==> src/rtl/fpe_pkg.sv <==
package fpe_pkg;

    localparam int unsigned IO_ADDR_W      = 16;
    localparam int unsigned ACK_PORT       = 16'h00F0;
    localparam int unsigned ERR_SYNC_DEPTH = 2;

    typedef struct packed {
        logic [IO_ADDR_W-1:0] addr;
        logic                 wr;
    } io_cmd_t;

    typedef enum logic {
        IGN_OFF   = 1'b0,
        IGN_ARMED = 1'b1
    } ign_state_e;

    typedef enum logic {
        REQ_IDLE    = 1'b0,
        REQ_PENDING = 1'b1
    } req_state_e;

    function automatic logic cmd_hits(input io_cmd_t cmd, input logic [IO_ADDR_W-1:0] port);
        return cmd.wr && (cmd.addr == port);
    endfunction

endpackage

==> src/rtl/fpe_sync.sv <==
module fpe_sync #(
    parameter int unsigned DEPTH    = 2,
    parameter logic        RST_VAL  = 1'b1
) (
    input  logic clk,
    input  logic rst,
    input  logic d_async,
    output logic q_sync
);
    logic [DEPTH-1:0] chain_q;

    generate
        for (genvar i = 0; i < DEPTH; i++) begin : g_stage
            if (i == 0) begin : g_first
                always_ff @(posedge clk) begin
                    if (rst) chain_q[0] <= RST_VAL;
                    else     chain_q[0] <= d_async;
                end
            end else begin : g_rest
                always_ff @(posedge clk) begin
                    if (rst) chain_q[i] <= RST_VAL;
                    else     chain_q[i] <= chain_q[i-1];
                end
            end
        end
    endgenerate

    assign q_sync = chain_q[DEPTH-1];
endmodule

==> src/rtl/fpe_port_decode.sv <==
module fpe_port_decode
    import fpe_pkg::*;
#(
    parameter int unsigned          ADDR_W = IO_ADDR_W,
    parameter logic [ADDR_W-1:0]    PORT   = ADDR_W'(ACK_PORT)
) (
    input  logic [ADDR_W-1:0] addr,
    input  logic              wr,
    output logic              hit
);
    io_cmd_t cmd;

    always_comb begin
        cmd      = '0;
        cmd.addr = IO_ADDR_W'(addr);
        cmd.wr   = wr;
        hit      = cmd_hits(cmd, IO_ADDR_W'(PORT));
    end
endmodule

==> src/rtl/fpe_req_latch.sv <==
module fpe_req_latch
    import fpe_pkg::*;
(
    input  logic clk,
    input  logic rst,
    input  logic err_sync_n,
    input  logic ack_hit,
    output logic err_fall,
    output logic irq
);
    logic       err_prev_n;
    req_state_e state_q, state_d;

    always_ff @(posedge clk) begin
        if (rst) err_prev_n <= 1'b1;
        else     err_prev_n <= err_sync_n;
    end

    assign err_fall = err_prev_n & ~err_sync_n;

    always_comb begin
        state_d = state_q;
        if (err_fall)     state_d = REQ_PENDING;
        else if (ack_hit) state_d = REQ_IDLE;
    end

    always_ff @(posedge clk) begin
        if (rst) state_q <= REQ_IDLE;
        else     state_q <= state_d;
    end

    assign irq = (state_q == REQ_PENDING);
endmodule

==> src/rtl/fpe_ignore_ctl.sv <==
module fpe_ignore_ctl
    import fpe_pkg::*;
(
    input  logic clk,
    input  logic rst,
    input  logic err_sync_n,
    input  logic ack_hit,
    output logic ign_n
);
    ign_state_e state_q, state_d;

    always_comb begin
        state_d = state_q;
        if (err_sync_n)   state_d = IGN_OFF;
        else if (ack_hit) state_d = IGN_ARMED;
    end

    always_ff @(posedge clk) begin
        if (rst) state_q <= IGN_OFF;
        else     state_q <= state_d;
    end

    assign ign_n = (state_q != IGN_ARMED);
endmodule

==> src/rtl/fpe_irq_bridge.sv <==
module fpe_irq_bridge
    import fpe_pkg::*;
#(
    parameter int unsigned       ADDR_W     = IO_ADDR_W,
    parameter logic [ADDR_W-1:0] PORT       = ADDR_W'(ACK_PORT),
    parameter int unsigned       SYNC_DEPTH = ERR_SYNC_DEPTH
) (
    input  logic              clk,
    input  logic              rst,
    input  logic              fp_err_n,
    input  logic [ADDR_W-1:0] io_addr,
    input  logic              io_wr,
    output logic              fp_irq,
    output logic              fp_ign_n
);
    logic err_sync_n;
    logic ack_hit;
    logic err_fall;

    fpe_sync #(.DEPTH(SYNC_DEPTH), .RST_VAL(1'b1)) u_sync (
        .clk     (clk),
        .rst     (rst),
        .d_async (fp_err_n),
        .q_sync  (err_sync_n)
    );

    fpe_port_decode #(.ADDR_W(ADDR_W), .PORT(PORT)) u_dec (
        .addr (io_addr),
        .wr   (io_wr),
        .hit  (ack_hit)
    );

    fpe_req_latch u_req (
        .clk        (clk),
        .rst        (rst),
        .err_sync_n (err_sync_n),
        .ack_hit    (ack_hit),
        .err_fall   (err_fall),
        .irq        (fp_irq)
    );

    fpe_ignore_ctl u_ign (
        .clk        (clk),
        .rst        (rst),
        .err_sync_n (err_sync_n),
        .ack_hit    (ack_hit),
        .ign_n      (fp_ign_n)
    );
endmodule

==> config.mk <==
export PLATFORM = sky130hd
export DESIGN_NAME = fpe_irq_bridge
export DESIGN_NICKNAME = d
export VERILOG_FILES = /design/src/rtl/fpe_pkg.sv /design/src/rtl/fpe_sync.sv /design/src/rtl/fpe_port_decode.sv /design/src/rtl/fpe_req_latch.sv /design/src/rtl/fpe_ignore_ctl.sv /design/src/rtl/fpe_irq_bridge.sv
export SDC_FILE = /design/constraint.sdc
export NUM_CORES = 1
export LEC_CHECK = 0
export CAP_MARGIN = 20
export CORE_AREA = 2 2 39 41
export DETAILED_ROUTE_END_ITERATION = 6
export DIE_AREA = 0 0 41 43
export GPL_TIMING_DRIVEN = 0
export SLEW_MARGIN = 10
export SYNTH_ARGS = -nofsm -noshare
export SYNTH_HDL_FRONTEND = slang
export SYNTH_SLANG_ARGS = --single-unit
==> constraint.sdc <==
create_clock -name clk -period 2.8 [get_ports clk]
set_clock_uncertainty 0.2 [all_clocks]
set_input_delay 0.42 -clock clk [delete_from_list [all_inputs] [get_ports clk]]
set_output_delay 0.42 -clock clk [all_outputs]
set_load 0.01 [all_outputs]
==> flow_summary_export.csv <==
group,metric,value,unit
timing,report.final.setup_viol,0,
placement,gp_congestion,0.646,
synthesis,ys_seq_elements,5,
timing,finalMaxSlewViolations,0,
clock_network,cts_resized,0,
timing,fin_crit_sh,0.617,
clock_network,clkSlewWorstSetupHoldPaths,0.05,ns
layout,drive_gt1_frac,0.149,
clock_network,clockRootBuffer,"clkbuf_4",
route,vias_per_cell,3.98,
synthesis,netlist_instances,22,
placement,portBuffers,21,
placement,placedInstanceArea,432,um2
run,maxCapViolCount,0,
timing,fin_crit,1.73,ns
synthesis,syn_avg_cell_area,9.16,um2
timing,rsz0062_at_grt,"no",
setup_path,path_depth,2,
clock_network,cts_hold_buf,0,
setup_path,crit_path_start_kind,"register",
clock_network,h-tree-depth,1,
route,drtPass1Iterations,2,
floorplanning,start_util,0.146,
floorplanning,rows,14,
clock_network,cts_buffers,3,
synthesis,synth.yosys.warnings,0,
setup_path,arrival,1.11,ns
floorplanning,coreArea,0.00138,mm2
layout,final_cell_area,458,um2
global_routing,grt_max_degree,5,
setup_path,critPathCapture,"fp_ign_n",
power_and_ir_drop,peakVddDrop,0.222,mV
setup_path,end_kind,"output port",
route,wl_per_cell,9.16,um
global_routing,globalRouteTotalUtil,0.0602,
global_routing,grt_pass1_wl,655,um
synthesis,yosysSeqAreaShare,0.497,
timing,relSlewSlack,0.820,
floorplanning,die_w,41,um
layout,instances_no_fill,63,
clock_network,clk_path_buf_depth,2,
clock_network,post-cts-setup-buffer-count,0,
route,vias,251,
power_and_ir_drop,total_power,192,uW
global_routing,grt_overflow,0,
floorplanning,die_area,0.00176,mm2
global_routing,antenna_found_initial,0,
setup_path,crit_type,"reg -> out",
setup_path,reg2reg_to,"u_req.irq",
setup_path,max_stage_delay,0.52,ns
placement,place_inst,59,
route,drc,0,
route,drt-initial-drc-count,2,
setup_path,cp_slowest_cell,"clkdlybuf4s50_1",
setup_path,ff2ff_path_depth,3,
setup_path,critPathRequiredTime,2.18,ns
layout,diodes,0,
floorplanning,num_io_pins,22,
clock_network,cts_sinks,5,
timing,max_slew.worst_pin.slew,0.267,ns
hold_path,holdCritPathClass,"reg -> reg",
clock_network,clk_latency,0.24,ns
route,ant_nets,0,
global_routing,grt_pass1_vias,206,
layout,layout.nets,68,
setup_path,cp-startpoint,"u_ign.state_q",
power_and_ir_drop,power.density,418,mW/mm2
power_and_ir_drop,leakagePower,0.161,nW
synthesis,synth_cell_type_count,12,
clock_network,cts_tree,"yes",
synthesis,syn_area,201,um2
layout,syn2layout_area_growth,127,%
timing,hold_violations,0,
setup_path,crit_buf_inv,2,
setup_path,crit_family,"buffers and inverters",
route,routed_wl,577,um
synthesis,synth_area_leader_cell,"dfxtp_1",
status,run_status,"complete, no violations",
timing,timing.fmax,579,MHz
synthesis,synth.top_cells.by_area,"dfxtp_1 (50%), nor4b_2 (7.5%), nor4_2 (6.2%)",
synthesis,synth_nets,42,
setup_path,path_cells,"inv_1 > clkdlybuf4s50_1",
floorplanning,fp.dieH,43,um
synthesis,synth.top_cell.area_share,0.497,
placement,dpl.hpwl,502,um
setup_path,reg2reg_setup_slack,1.93,ns
setup_path,r2r-start,"u_sync.q_sync",
setup_path,crit_fanout,2,
timing,fin_setup_tns,0,ns
sequential cells by signal, summed over array words and instances, names as in the netlist:
register / flops
u_req.irq: 1
u_ign.state_q: 1
u_sync.chain_q: 1
u_sync.q_sync: 1
u_req.err_prev_n: 1
stage by stage:
step,setup slack (ns),utilization,hold slack (ns)
3_5_place_dp,0.848,0.312,0.195
5_1_grt,1.02,0.331,0.215
2_1_floorplan,1.41,-,0.189
3_3_place_gp,0.864,0.312,0.192
4_1_cts,1.06,0.331,0.205
6_report,1.07,0.331,0.203
cell families (layout without fill, tap and decap cells):
family,after synthesis,count (layout),synth area share
buf+inv,2,27,0.0373
compound gates,2,2,0.0621
simple gates,13,13,0.404
flops,5,5,0.497
cell usage after synthesis, drive strengths merged:
cell type	count
inv	2
nand4	1
dfxtp	5
nor4	2
o21a	1
nor4b	1
or2	2
nand2	3
o21ai	1
nor2	3
nand2b	1
layout make-up:
class                      count  area [um2]
clock buffer                   4        26.3
tap                           16        20.0
multi-input combinational     15        93.8
timing repair buffer          21         210
sequential                     5         100
inverter                       2        7.51
fill                         151         926
where the power goes:
group / leakage [nW] / internal, mW / total, mW / switching (mW)
clock: 0.0150 / 0.0539 / 0.0828 / 0.0289
sequential: 0.0410 / 0.0740 / 0.0747 / 0.000763
combinational: 0.105 / 0.0271 / 0.0341 / 0.00695
how the worst min path moves through the flow:
stage                                 start            end  slack [ns]  cells after the start
after floorplan           u_sync.chain_q[0]  u_sync.q_sync        0.19                      1
after global placement    u_sync.chain_q[0]  u_sync.q_sync        0.19                      1
after detailed placement  u_sync.chain_q[0]  u_sync.q_sync        0.19                      1
after CTS                 u_sync.chain_q[0]  u_sync.q_sync        0.20                      1
after global routing      u_sync.chain_q[0]  u_sync.q_sync        0.22                      1
final                     u_sync.chain_q[0]  u_sync.q_sync        0.20                      1
cells in the final DEF, fill, tap and decap left out:
cell type         n
clkbuf_1          1
nand4_1           1
dfxtp_1           5
o21ai_0           1
clkbuf_4          3
nand2b_1          1
nor4b_2           1
nor4_1            1
or2_2             2
o21a_1            1
nand2_1           3
inv_1             2
nor2_1            3
nor4_2            1
clkdlybuf4s50_1  21
layer usage:
layer	vias to the layer above	part of all wire	GRT usage
met3	0	0.26	0.0576
met5	-	0	0
li1	125	-	-
met2	20	0.40	0.0938
met1	106	0.33	0.0418
met4	0	0	0.0400
Power figures use the tool's default switching activity.
